`src/rtl/lnk_regs_pkg.sv`:
```
package lnk_regs_pkg;

  localparam int STAT_W = 16;

  // capture class per status bit
  localparam logic [STAT_W-1:0] LH_MASK    = 16'h23F0;
  localparam logic [STAT_W-1:0] LL_MASK    = 16'h5C0F;
  localparam logic [STAT_W-1:0] PLAIN_MASK = 16'h8000;

  // control bit positions (decoded by the datapath reset fan-out)
  localparam int CB_CHAN = 3;
  localparam int CB_TXF  = 2;
  localparam int CB_RXF  = 1;
  localparam int CB_LO   = 1;
  localparam int CB_HI   = 3;

  typedef enum logic [1:0] {
    LK_PLAIN = 2'd0,
    LK_HIGH  = 2'd1,
    LK_LOW   = 2'd2
  } latch_kind_e;

  function automatic latch_kind_e kind_of(int b);
    if (LH_MASK[b])      return LK_HIGH;
    else if (LL_MASK[b]) return LK_LOW;
    else                 return LK_PLAIN;
  endfunction

  // next value of one captured bit
  function automatic logic latch_next(latch_kind_e k, logic q, logic live, logic clr);
    logic n;
    case (k)
      LK_HIGH: n = clr ? live : (q | live);
      LK_LOW:  n = clr ? live : (q & live);
      default: n = live;
    endcase
    return n;
  endfunction

  // next value of a saturating, clear-on-read counter
  function automatic logic [31:0] cnt_next(logic [31:0] cur, logic [31:0] top,
                                           logic evt, logic clr);
    logic [31:0] n;
    if (clr)                    n = evt ? 32'd1 : 32'd0;
    else if (evt && cur != top) n = cur + 32'd1;
    else                        n = cur;
    return n;
  endfunction

endpackage

```
`src/rtl/lnk_sc_ctrl.sv`:
```
module lnk_sc_ctrl
  import lnk_regs_pkg::*;
(
  input  logic                  clk,
  input  logic                  rst_n,
  input  logic                  wr_en,
  input  logic [CB_HI:CB_LO]    wbits,
  output logic [CB_HI:CB_LO]    ctrl_q
);
  // each bit lives for one cycle unless rewritten
  for (genvar b = CB_LO; b <= CB_HI; b++) begin : g_sc
    always_ff @(posedge clk or negedge rst_n) begin
      if (!rst_n) ctrl_q[b] <= 1'b0;
      else        ctrl_q[b] <= wr_en & wbits[b];
    end
  end
endmodule

```
`src/rtl/lnk_stat_latch.sv`:
```
module lnk_stat_latch
  import lnk_regs_pkg::*;
(
  input  logic              clk,
  input  logic              rst_n,
  input  logic              rd_clr,
  input  logic [STAT_W-1:0] live,
  output logic [STAT_W-1:0] stat_q
);
  for (genvar b = 0; b < STAT_W; b++) begin : g_bit
    localparam latch_kind_e KIND = kind_of(b);
    always_ff @(posedge clk or negedge rst_n) begin
      if (!rst_n) stat_q[b] <= 1'b0;
      else        stat_q[b] <= latch_next(KIND, stat_q[b], live[b], rd_clr);
    end
  end
endmodule

```
`src/rtl/lnk_err_cnt.sv`:
```
module lnk_err_cnt
  import lnk_regs_pkg::*;
#(
  parameter int CNT_W = 16
) (
  input  logic             clk,
  input  logic             rst_n,
  input  logic             evt,
  input  logic             rd_clr,
  output logic [CNT_W-1:0] cnt_q
);
  localparam logic [CNT_W-1:0] CNT_MAX = '1;

  logic [31:0] nxt;
  assign nxt = cnt_next(32'(cnt_q), 32'(CNT_MAX), evt, rd_clr);

  always_ff @(posedge clk or negedge rst_n) begin
    if (!rst_n) cnt_q <= '0;
    else        cnt_q <= nxt[CNT_W-1:0];
  end
endmodule

```
`src/rtl/lnk_mgmt_regs.sv`:
```
module lnk_mgmt_regs
  import lnk_regs_pkg::*;
#(
  parameter int ADDR_W    = 5,
  parameter int CNT_W     = 16,
  parameter int CTRL_ADDR = 14,
  parameter int STAT_ADDR = 15,
  parameter int ERRC_ADDR = 16
) (
  input  logic              clk,
  input  logic              rst_n,
  input  logic              reg_wr,
  input  logic              reg_rd,
  input  logic [ADDR_W-1:0] reg_addr,
  input  logic [15:0]       reg_wdata,
  output logic [15:0]       reg_rdata,
  input  logic [15:0]       stat_live,
  input  logic              func_mode,
  output logic              tx_dp_rst,
  output logic              rx_dp_rst,
  output logic              tx_fifo_rst,
  output logic              rx_fifo_rst
);
  localparam int DATA_W = 16;
  localparam logic [ADDR_W-1:0] A_CTRL = ADDR_W'(CTRL_ADDR);
  localparam logic [ADDR_W-1:0] A_STAT = ADDR_W'(STAT_ADDR);
  localparam logic [ADDR_W-1:0] A_ERRC = ADDR_W'(ERRC_ADDR);

  // named internal events
  logic                 wr_ctrl, rd_ctrl, rd_stat, rd_cnt, cnt_evt;
  logic [CB_HI:CB_LO]   ctrl_q;
  logic [STAT_W-1:0]    stat_q;
  logic [CNT_W-1:0]     cnt_q;
  logic [DATA_W-1:0]    ctrl_word, cnt_word;

  assign wr_ctrl = reg_wr && (reg_addr == A_CTRL);
  assign rd_ctrl = reg_rd && (reg_addr == A_CTRL);
  assign rd_stat = reg_rd && (reg_addr == A_STAT);
  assign rd_cnt  = reg_rd && (reg_addr == A_ERRC);
  assign cnt_evt = func_mode && stat_live[8];

  lnk_sc_ctrl u_ctrl (
    .clk    (clk),
    .rst_n  (rst_n),
    .wr_en  (wr_ctrl),
    .wbits  (reg_wdata[CB_HI:CB_LO]),
    .ctrl_q (ctrl_q)
  );

  lnk_stat_latch u_stat (
    .clk    (clk),
    .rst_n  (rst_n),
    .rd_clr (rd_stat),
    .live   (stat_live),
    .stat_q (stat_q)
  );

  lnk_err_cnt #(.CNT_W(CNT_W)) u_cnt (
    .clk    (clk),
    .rst_n  (rst_n),
    .evt    (cnt_evt),
    .rd_clr (rd_cnt),
    .cnt_q  (cnt_q)
  );

  // reset fan-out: the channel bit hits both directions
  assign tx_dp_rst   = ctrl_q[CB_CHAN];
  assign rx_dp_rst   = ctrl_q[CB_CHAN];
  assign tx_fifo_rst = ctrl_q[CB_TXF];
  assign rx_fifo_rst = ctrl_q[CB_RXF];

  always_comb begin
    ctrl_word = '0;
    ctrl_word[CB_HI:CB_LO] = ctrl_q;
  end
  assign cnt_word = DATA_W'(cnt_q);

  always_comb begin
    reg_rdata = '0;
    if (rd_ctrl)      reg_rdata = ctrl_word;
    else if (rd_stat) reg_rdata = stat_q;
    else if (rd_cnt)  reg_rdata = cnt_word;
  end

  logic unused_wdata;
  assign unused_wdata = ^{reg_wdata[15:CB_HI+1], reg_wdata[CB_LO-1:0]};
endmodule

```
`config.mk`:
```
export PLATFORM = sky130hd
export DESIGN_NAME = lnk_mgmt_regs
export DESIGN_NICKNAME = d
export VERILOG_FILES = /design/src/rtl/lnk_regs_pkg.sv /design/src/rtl/lnk_sc_ctrl.sv /design/src/rtl/lnk_stat_latch.sv /design/src/rtl/lnk_err_cnt.sv /design/src/rtl/lnk_mgmt_regs.sv
export SDC_FILE = /design/constraint.sdc
export NUM_CORES = 1
export LEC_CHECK = 0
export BUFFER_PORTS_ARGS = -buffer_cell sky130_fd_sc_hd__buf_4
export CORE_AREA = 2 2 50 98
export CTS_BUF_LIST = sky130_fd_sc_hd__clkbuf_2
export CTS_CLUSTER_SIZE = 14
export DETAILED_ROUTE_END_ITERATION = 10
export DIE_AREA = 0 0 52 100
export PLACE_DENSITY = 0.72
export SLEW_MARGIN = 40
export SYNTH_ARGS = -nofsm -noshare
export SYNTH_HDL_FRONTEND = slang
export SYNTH_HIERARCHICAL = 1
export SYNTH_SLANG_ARGS = --single-unit
export TNS_END_PERCENT = 50
```
`constraint.sdc`:
```
create_clock -name clk -period 1.9 [get_ports clk]
set_clock_uncertainty 0.2 [all_clocks]
set_input_delay 0.19 -clock clk [delete_from_list [all_inputs] [get_ports clk]]
set_output_delay 0.19 -clock clk [all_outputs]
set_load 0.05 [all_outputs]
```
== After elaboration in Yosys (flattened, before gate mapping) ==
Index checks and enable logic that the tools add are counted.
Operators by class
  reduce and logical (&&, ||, !) cells: 7
  add/subtract/negate cells: 1
  bitwise logic cells: 18
  equality and inequality tests: 4
  muxes and demuxes: 21
Operators by type and width (count)
  16-bit 2-to-1 mux: 5
  16-bit by 1-bit adder with 16-bit output, second input constant: 1
  1-bit 2-to-1 mux: 16
  16-bit != test, second input constant: 1
  1-bit AND: 11
  5-bit by 4-bit equality test with 1-bit output, second input constant: 2
  1-bit bitwise OR: 7
  1-bit logical AND: 6
  5-bit equality test, second input constant: 1
  2-bit nonzero test: 1
Storage, ports and cells
  input port bits: 42
  output and inout bits: 20
  flip-flop bits (word level): 35
  word-level logic and storage cells: 71

== Longest topological paths before layout ==
Gate-level depths: netlist of the first run.
  depth in word-level cells: 5
  gate-level depth with buffers: 8

== By module ==
The synthesis of the first run kept the hierarchy.
By module, submodules not included
  lnk_err_cnt: instances 1, area each 959.7 sq um, seq. area each 400.4 sq um, cells an instance 102
  lnk_stat_latch: instances 1, area each 533.0 sq um, seq. area each 400.4 sq um, cells an instance 33
  lnk_mgmt_regs: instances 1, area each 326.6 sq um, seq. area each 0.0 sq um, cells an instance 39
  lnk_sc_ctrl: instances 1, area each 93.8 sq um, seq. area each 75.1 sq um, cells an instance 6

== Least setup slack after synthesis of the first run ==
Ideal clock, no wire load.
  path type: register to register
  start point: reg u_cnt.cnt_q[0]
  end point: reg u_cnt.cnt_q[6]
  arrival time: 1.652 ns
  required time: 1.573 ns
  buffers on the path: 0
  cell stages (with the launch flop): 6
  setup time: 0.127 ns
  slack: -0.079 ns
  clock period less this slack: 1.979 ns
  path through: dfrtp_1 ha_1 inv_1 or4_1 nand3_1 mux2_1
Between the ends
  cells in the longest elaborated chain, start to end: 3
  elaborated cells on any way between the ends: 6
Ends and longest elaborated chain
  from (decl): line lnk_err_cnt.sv:10  | output logic [CNT_W-1:0] cnt_q
  from (signal assigned): line lnk_err_cnt.sv:19  | else cnt_q <= nxt[CNT_W-1:0];
  16-bit by 1-bit adder with 16-bit output / 16-bit != test (equally long branches): line lnk_regs_pkg.sv:45  | else if (evt && cur != top) n = cur + 32'd1;
  16-bit 2-to-1 mux / 1-bit logical AND (equally long branches): line lnk_regs_pkg.sv:45
  16-bit 2-to-1 mux / 2-bit nonzero test (equally long branches)
Parallel ways exist; a longest one is shown, timed or not. The select of a mux whose other input is x is not followed.
A chain may end at the register's enable or synchronous reset.

== Worst setup path in the final report of the first run ==
  start point: reg u_cnt.cnt_q[3]
  end point: out reg_rdata[3]
Between the ends
  cells in the longest elaborated chain, start to end: 3
Ends and longest elaborated chain
  16-bit 2-to-1 mux: line lnk_mgmt_regs.sv:82  | else if (rd_cnt) reg_rdata = cnt_word;
  16-bit 2-to-1 mux: line lnk_mgmt_regs.sv:81  | else if (rd_stat) reg_rdata = stat_q;
  16-bit 2-to-1 mux: line lnk_mgmt_regs.sv:80  | if (rd_ctrl) reg_rdata = ctrl_word;
  to (decl): line lnk_mgmt_regs.sv:16  | output logic [15:0] reg_rdata,
No other way between the ends.

==> qor.yml, run 1 <==
cell_by_cell_listing_of_the_critical_path: "buf_4 -> and3_1 -> o32a_1 -> buf_6"
groute.usage.overall_pct: 20.4
ys_async_sr_fraction_pct: 100
timing.critical_path.from: "u_cnt/cnt_q[3]$_DFFE_PN0P_"
fp.coreArea_sq_mm: 0.00451
fp-row-count: 35
final.min_clock_period_ns: 1.87
yosys_register_bits: 35
detailed_place_hpwl_um: 3330
ys.warnings.count: 6
synthesis.nets: 223
die_w_um: 52
syn-instance-count: 180
slowest_stage: "sky130_fd_sc_hd__dfrtp_1"
synth_area_sq_mm: 0.00191
finish.instance_area_sq_mm: 0.00276
count_of_unresolved_drc_violations_after_routing: 0
power_density_mw_per_mm2: 570
die_h_um: 100
via_count: 1801
max-cap-violations: 0
hold_path.startpoint: "reg_addr[0]"
netlist.top_cell.by_area: "sky130_fd_sc_hd__dfrtp_1"
post-route-worst-setup-slack_ns: 0.0293
worstSetupEndpointType: "primary output"
max-slew-margin-rel_pct: 69.8
clk-insertion-delay-late_ns: 0.38
cts_tree: "yes"
cts-root-buf: "sky130_fd_sc_hd__clkbuf_2"
clk_pin_slew_ns: 0.17
vdd_drop_max_v: 0.000413
initial_standard_cell_utilization_of_the_core_pct: 42.4
gp_routability_congestion: 0.844
route.detailed.wl_per_inst_um: 15.7
placement.setup.worst_slack_ns: 0.0000495
leakage_nw: 1.24
p_int_mw: 1.08
grt-ovfl-total: 0
dpl-instance-area_sq_mm: 0.00244
worst_ep_arrival_time_ns: 1.48
power.sequential.fraction_pct: 56.2
ant_nets: 0
period_utilization_post_route_pct: 98.5
area_delta_synth_final_pct: 44.5
cts_made_buffers: 5
diodes: 0
synth_seq_area_share_pct: 45.8
first_iter_violations: 45
dieArea_sq_mm: 0.00520
run_status: "finished, final reports clean"
timing_worst_slew_pin_value_ns: 0.453
worst_setup_path_start_kind: "flip-flop"
synth.avg_cell_area_sq_um: 10.6
global_route_wire_length_before_repair_um: 7970
yosys.cell_types.count: 52
final_layout_size_suffix_gt1_share_pct: 37.2
critical_path.reg2reg.startpoint: "u_cnt/cnt_q[0]$_DFFE_PN0P_"
synth-edff-count: 0
grt_start_max_net_pins: 36
yosys_most_used_dff: "sky130_fd_sc_hd__dfrtp_1"
finalNetCount: 312
finalPower_mw: 1.57
routed_wirelength_um: 5080
fin_util_pct: 61.3
clock_sink_count: 35
switching_share_pct: 31.3
timing.final.setup_violations: 0
cts-root-to-sink-buffers: 2
path_max_fanout: 4
worst_ep_required_time_ns: 1.51
hp-class: "in2reg"
final_hold_viol_count: 0
first_pass_iteration_count_of_the_detailed_router: 4
ctsHtreeMaxLevel: 2
worst_path_largest_cell_delay_ns: 0.46
post_synth_main_area_contributors: "sky130_fd_sc_hd__dfrtp_1 (46%), sky130_fd_sc_hd__a22o_1 (6.0%), sky130_fd_sc_hd__o21a_1 (3.1%)"
io_buffer_count: 48
fin_cells: 324
rsz0062_at_grt: "true"
max_clock_freq_mhz: 535
via_count_of_the_first_global_routing_pass: 1722
combinationalPowerShare_pct: 23.3
via_count_normalized_by_instance_count: 5.56
design.portCount: 62
slew_violations: 0
netSwitchingPower_uw: 493
number_of_antenna_violations_at_the_first_check_in_global_routing: 0
clkPwrFrac_pct: 20.5
critPathKind: "reg2out"
dpl.cell_count: 294
fraction_of_post_synthesis_cell_area_in_the_top_cell_type_by_area_pct: 45.8
## power by group through the flow
stage	logic, mW	clock network [mW]	registers, mW
after CTS	0.357	0.332	0.880
after floorplan	0.142	0	0.894
after detailed placement	0.321	0	0.894
after global routing	0.398	0.360	0.895
final	0.367	0.322	0.885
after global placement	0.316	0	0.893
## sequential cells by signal, indices dropped and copies added (netlist names)
register       count
u_cnt/cnt_q       16
u_ctrl/ctrl_q      3
u_stat/stat_q     16
## Yosys cell counts (2+ instances only)
library cell and count:
sky130_fd_sc_hd__inv_1 5, sky130_fd_sc_hd__buf_6 5, sky130_fd_sc_hd__o32a_1 3, sky130_fd_sc_hd__a21oi_1 6
sky130_fd_sc_hd__nor2_1 13, sky130_fd_sc_hd__nor4_1 3, sky130_fd_sc_hd__nand3_1 5, sky130_fd_sc_hd__a22o_1 13
sky130_fd_sc_hd__and2_1 4, sky130_fd_sc_hd__o21ai_0 2, sky130_fd_sc_hd__nor3_1 5, sky130_fd_sc_hd__buf_4 2
sky130_fd_sc_hd__o311ai_0 2, sky130_fd_sc_hd__or2b_1 3, sky130_fd_sc_hd__nand2_1 5, sky130_fd_sc_hd__nand4_1 4
sky130_fd_sc_hd__o41ai_1 3, sky130_fd_sc_hd__or4_1 2, sky130_fd_sc_hd__o21a_1 8, sky130_fd_sc_hd__and3_1 8
sky130_fd_sc_hd__dfrtp_1 35, sky130_fd_sc_hd__nor2b_1 3, sky130_fd_sc_hd__buf_2 2, sky130_fd_sc_hd__nor3b_1 2
sky130_fd_sc_hd__a21o_1 7, sky130_fd_sc_hd__mux2_2 3, sky130_fd_sc_hd__a211oi_1 2
## critical path, delay by kind of cell (launching register included)
kind | cells | cell delay, ns
AOI/OAI and AO/OA | 1 | 0.19
DFF | 1 | 0.46
buffers and inverters | 2 | 0.32
and+or+nand+nor | 1 | 0.14
## metrics by stage
stage / hold slack, ns / setup TNS (ns)
global route: 0.0512 / -0.177
detailed placement: -0.0275 / 0
floorplan: -0.306 / 0
finish: 0.0471 / 0
global placement: -0.0338 / 0
CTS: 0.00472 / -0.0171
## layout by cell type (no fill, tap or decap), types with 6 or more instances in the layout
cell type	count
sky130_fd_sc_hd__a21o_1	7
sky130_fd_sc_hd__dfrtp_1	32
sky130_fd_sc_hd__a22o_1	13
sky130_fd_sc_hd__buf_4	67
sky130_fd_sc_hd__o21a_1	8
sky130_fd_sc_hd__nor2_1	12
sky130_fd_sc_hd__a21oi_1	6
sky130_fd_sc_hd__and3_1	6
sky130_fd_sc_hd__dlygate4sd3_1	22
## repair_timing
action,in CTS,in global routing
endpoints found under the hold margin,54,0
buffers inserted,1,0
pin swaps,2,8
hold buffers,22,0
gates resized for setup,4,12
setup endpoints to repair,4,12
## cell type report
type                    count  area, sq um
multi-input cells         128          977
fillers                   375         1750
clock buffers               5         25.0
flip-flops and latches     35          880
well taps                  55         68.8
repair buffers             93          777
clock inverters             2         8.76
inverters                   6         27.5
## final timing paths
| check | slack, ns | end | depth (start not counted) |
|---|---|---|---|
| setup reg to reg | 0.04 | u_cnt/cnt_q[6]$_DFFE_PN0P_ | 5 |
| max in group asynchronous | 1.09 | u_cnt/cnt_q[6]$_DFFE_PN0P_ | 2 |
| min in group asynchronous | 0.08 | u_ctrl/ctrl_q[2]$_DFF_PN0_ | 2 |
| hold / removal | 0.05 | u_ctrl/ctrl_q[2]$_DFF_PN0_ | 4 |
| hold reg to reg | 0.30 | u_stat/stat_q[1]$_DFF_PN0_ | 1 |
| setup / recovery | 0.03 | reg_rdata[3] | 4 |
## metal layers
metal | vias up | part of all wire (%) | global-route usage [%]
li1 | 858 | - | -
met1 | 877 | 42 | 25.1
met2 | 53 | 52 | 33.8
met3 | 13 | 3.6 | 4.17
met4 | 0 | 2.5 | 8.30
met5 | - | 0 | 0
## cells by family after synthesis
logic type,after synthesis,share of synthesized area (%)
adders and majority gates,1,0.654
and+or+nand+nor,71,23.7
AOI/OAI and AO/OA,51,20.9
DFF,35,45.8
buffers and inverters,17,6.08
muxes,5,2.88
Power figures use the tool's default switching activity.
==> inputs of run 2 (changes only) <==
--- a/config.mk
+++ b/config.mk
@@ -11,7 +11,7 @@
 export CTS_CLUSTER_SIZE = 14
 export DETAILED_ROUTE_END_ITERATION = 10
 export DIE_AREA = 0 0 52 100
-export PLACE_DENSITY = 0.72
+export PLACE_DENSITY = 0.69
 export SLEW_MARGIN = 40
 export SYNTH_ARGS = -nofsm -noshare
 export SYNTH_HDL_FRONTEND = slang
==> constraint.sdc (replaced) <==
create_clock -name clk -period 2.3 [get_ports clk]
set_clock_uncertainty 0.2 [all_clocks]
set_input_delay 0.23 -clock clk [delete_from_list [all_inputs] [get_ports clk]]
set_output_delay 0.23 -clock clk [all_outputs]
set_load 0.05 [all_outputs]
==> run 2 against run 1 <==
Net effect:
- worst setup slack better by 0.25 ns
- sequential share of layout area is 2.3 points higher
- final cell count is 4.6% lower
- worst hold slack gained 0.055 ns
- final area fell by 7.2%
- critical path depth is 1 higher
- sequential power fell by 16%
- non-clock buffer count is 16 lower
- die area did not move
- wire length decreased by 8.1%
- clock-buffer cell count grew 1
==> qor.yml, run 2 (synthesis results as in run 1) <==
run_status: "finished, final reports clean"
area_delta_synth_final_pct: 34.1
finish.instance_area_sq_mm: 0.00257
leakage_nw: 1.16
grt_start_max_net_pins: 36
via_count_of_the_first_global_routing_pass: 1676
number_of_antenna_violations_at_the_first_check_in_global_routing: 0
layout.cells.most_common: "sky130_fd_sc_hd__buf_4"
max-cap-violations: 0
groute.usage.overall_pct: 19.6
io_buffer_count: 48
final.min_clock_period_ns: 2.02
switching_share_pct: 31.1
grt-ovfl-total: 0
clock_sink_count: 35
slew_violations: 0
worst_setup_path_start_kind: "flip-flop"
cts-root-to-sink-buffers: 2
dieArea_sq_mm: 0.00520
count_of_unresolved_drc_violations_after_routing: 0
cts_tree: "yes"
combinationalPowerShare_pct: 17.5
routed_wirelength_um: 4670
via_count: 1710
die_h_um: 100
power.sequential.fraction_pct: 60.4
period_utilization_post_route_pct: 87.7
timing_worst_slew_pin_value_ns: 0.498
vdd_drop_max_v: 0.000335
fin_util_pct: 56.9
finalNetCount: 296
ctsHtreeMaxLevel: 2
fp.coreArea_sq_mm: 0.00451
multi_input_area_sq_um: 921
cts-root-buf: "sky130_fd_sc_hd__clkbuf_2"
gp_routability_congestion: 0.786
path_max_fanout: 6
design.portCount: 62
worst_ep_required_time_ns: 2.40
final_hold_viol_count: 0
rsz0062_at_grt: "false"
diodes: 0
global_route_wire_length_before_repair_um: 7780
first_pass_iteration_count_of_the_detailed_router: 4
max_clock_freq_mhz: 496
timing.final.setup_violations: 0
netSwitchingPower_uw: 385
first_iter_violations: 76
detailed_place_hpwl_um: 3190
via_count_normalized_by_instance_count: 5.53
clkPwrFrac_pct: 22.1
worst_ep_arrival_time_ns: 2.12
power_density_mw_per_mm2: 482
cts_made_buffers: 5
route.detailed.wl_per_inst_um: 15.1
setup_total_negative_slack_ns: 0
fillerInstances: 380
layout.area.seq_sq_um: 876
p_int_uw: 852
critPathKind: "reg2reg"
hp-class: "in2async"
commonest_cells_after_routing_fill_and_taps_aside: "sky130_fd_sc_hd__buf_4 (54), sky130_fd_sc_hd__dfrtp_1 (35), sky130_fd_sc_hd__dlygate4sd3_1 (23)"
dpl-instance-area_sq_mm: 0.00230
die_w_um: 52
initial_standard_cell_utilization_of_the_core_pct: 42.4
clk_pin_slew_ns: 0.18
final_layout_size_suffix_gt1_share_pct: 28.0
clk-insertion-delay-late_ns: 0.39
worstSetupEndpointType: "flip-flop"
layout_top_registers: "u_cnt/cnt_q: 16 flops, u_stat/stat_q: 16 flops, u_ctrl/ctrl_q: 3 flops"
fp-row-count: 35
ant_nets: 0
max-slew-margin-rel_pct: 66.5
==> run 2: cell types whose count changed in the layout (fill, tap and decap cells not counted), moves of 2 or more <==
cell / delta
sky130_fd_sc_hd__buf_4: -13
sky130_fd_sc_hd__nor4_2: -2
sky130_fd_sc_hd__and3_4: -2
sky130_fd_sc_hd__and3_1: +2
sky130_fd_sc_hd__dfrtp_1: +3
sky130_fd_sc_hd__buf_6: -3
sky130_fd_sc_hd__nor4_1: +2
sky130_fd_sc_hd__dfrtp_2: -3
==> run 2: critical path: stages, from the launching register on <==
cell	delay, ns
sky130_fd_sc_hd__dfrtp_1	0.48
sky130_fd_sc_hd__ha_1	0.20
sky130_fd_sc_hd__inv_1	0.07
sky130_fd_sc_hd__or4_1	0.55
sky130_fd_sc_hd__nand3_1	0.11
sky130_fd_sc_hd__mux2_1	0.32
==> run 2: layout make-up <==
class / instances / share of cell area, %
clock buffers: 6 / 1.17
clock inverters: 2 / 0.293
inverters: 6 / 1.07
multi-input cells: 128 / 35.9
flip-flops and latches: 35 / 34.1
well taps: 55 / 2.68
repair buffers: 77 / 24.8
==> run 2: worst paths after layout <==
check | start | endpoint | slack (ns) | depth (start not counted)
worst max-delay path | u_cnt/cnt_q[0]$_DFFE_PN0P_ | u_cnt/cnt_q[6]$_DFFE_PN0P_ | 0.28 | 5
worst min-delay path | rst_n | u_ctrl/ctrl_q[2]$_DFF_PN0_ | 0.10 | 2
worst max register to register | u_cnt/cnt_q[0]$_DFFE_PN0P_ | u_cnt/cnt_q[6]$_DFFE_PN0P_ | 0.28 | 5
worst min register to register | u_stat/stat_q[3]$_DFF_PN0_ | u_stat/stat_q[3]$_DFF_PN0_ | 0.29 | 1
max in group asynchronous | rst_n | u_stat/stat_q[7]$_DFF_PN0_ | 1.45 | 2
min in group clk | reg_addr[2] | u_cnt/cnt_q[12]$_DFFE_PN0P_ | 0.21 | 4
==> run 2: repair_timing <==
| action | in CTS | in global routing |
|---|---|---|
| resized for setup | 0 | 0 |
| hold endpoints to repair | 54 | 0 |
| setup buffers | 0 | 0 |
| hold buffers | 23 | 0 |
==> run 2: metal layers <==
metal | wire (um) | up-vias | track usage [%]
met5 | 0 | - | 0
li1 | - | 828 | -
met3 | 233 | 5 | 4.46
met1 | 1930 | 819 | 23.9
met4 | 68 | 0 | 6.68
met2 | 2440 | 58 | 33.1
==> run 2: metrics by stage <==
step	total power, mW	instances	setup WS (ns)	hold WS, ns
after floorplan	0.844	180	0.321	-0.266
after global placement	0.938	278	0.336	0.00773
after detailed placement	0.944	278	0.327	0.0101
after CTS	1.24	309	0.293	0.108
after global routing	1.31	309	0.218	0.110
final	1.24	309	0.283	0.102
==> run 2: power groups by stage <==
stage                     logic [mW]  clock network [mW]  registers, mW
after floorplan                0.111                   0          0.733
after global placement         0.185                   0          0.753
after detailed placement       0.189                   0          0.755
after CTS                      0.217               0.283          0.744
after global routing           0.244               0.316          0.754
final                          0.216               0.273          0.747
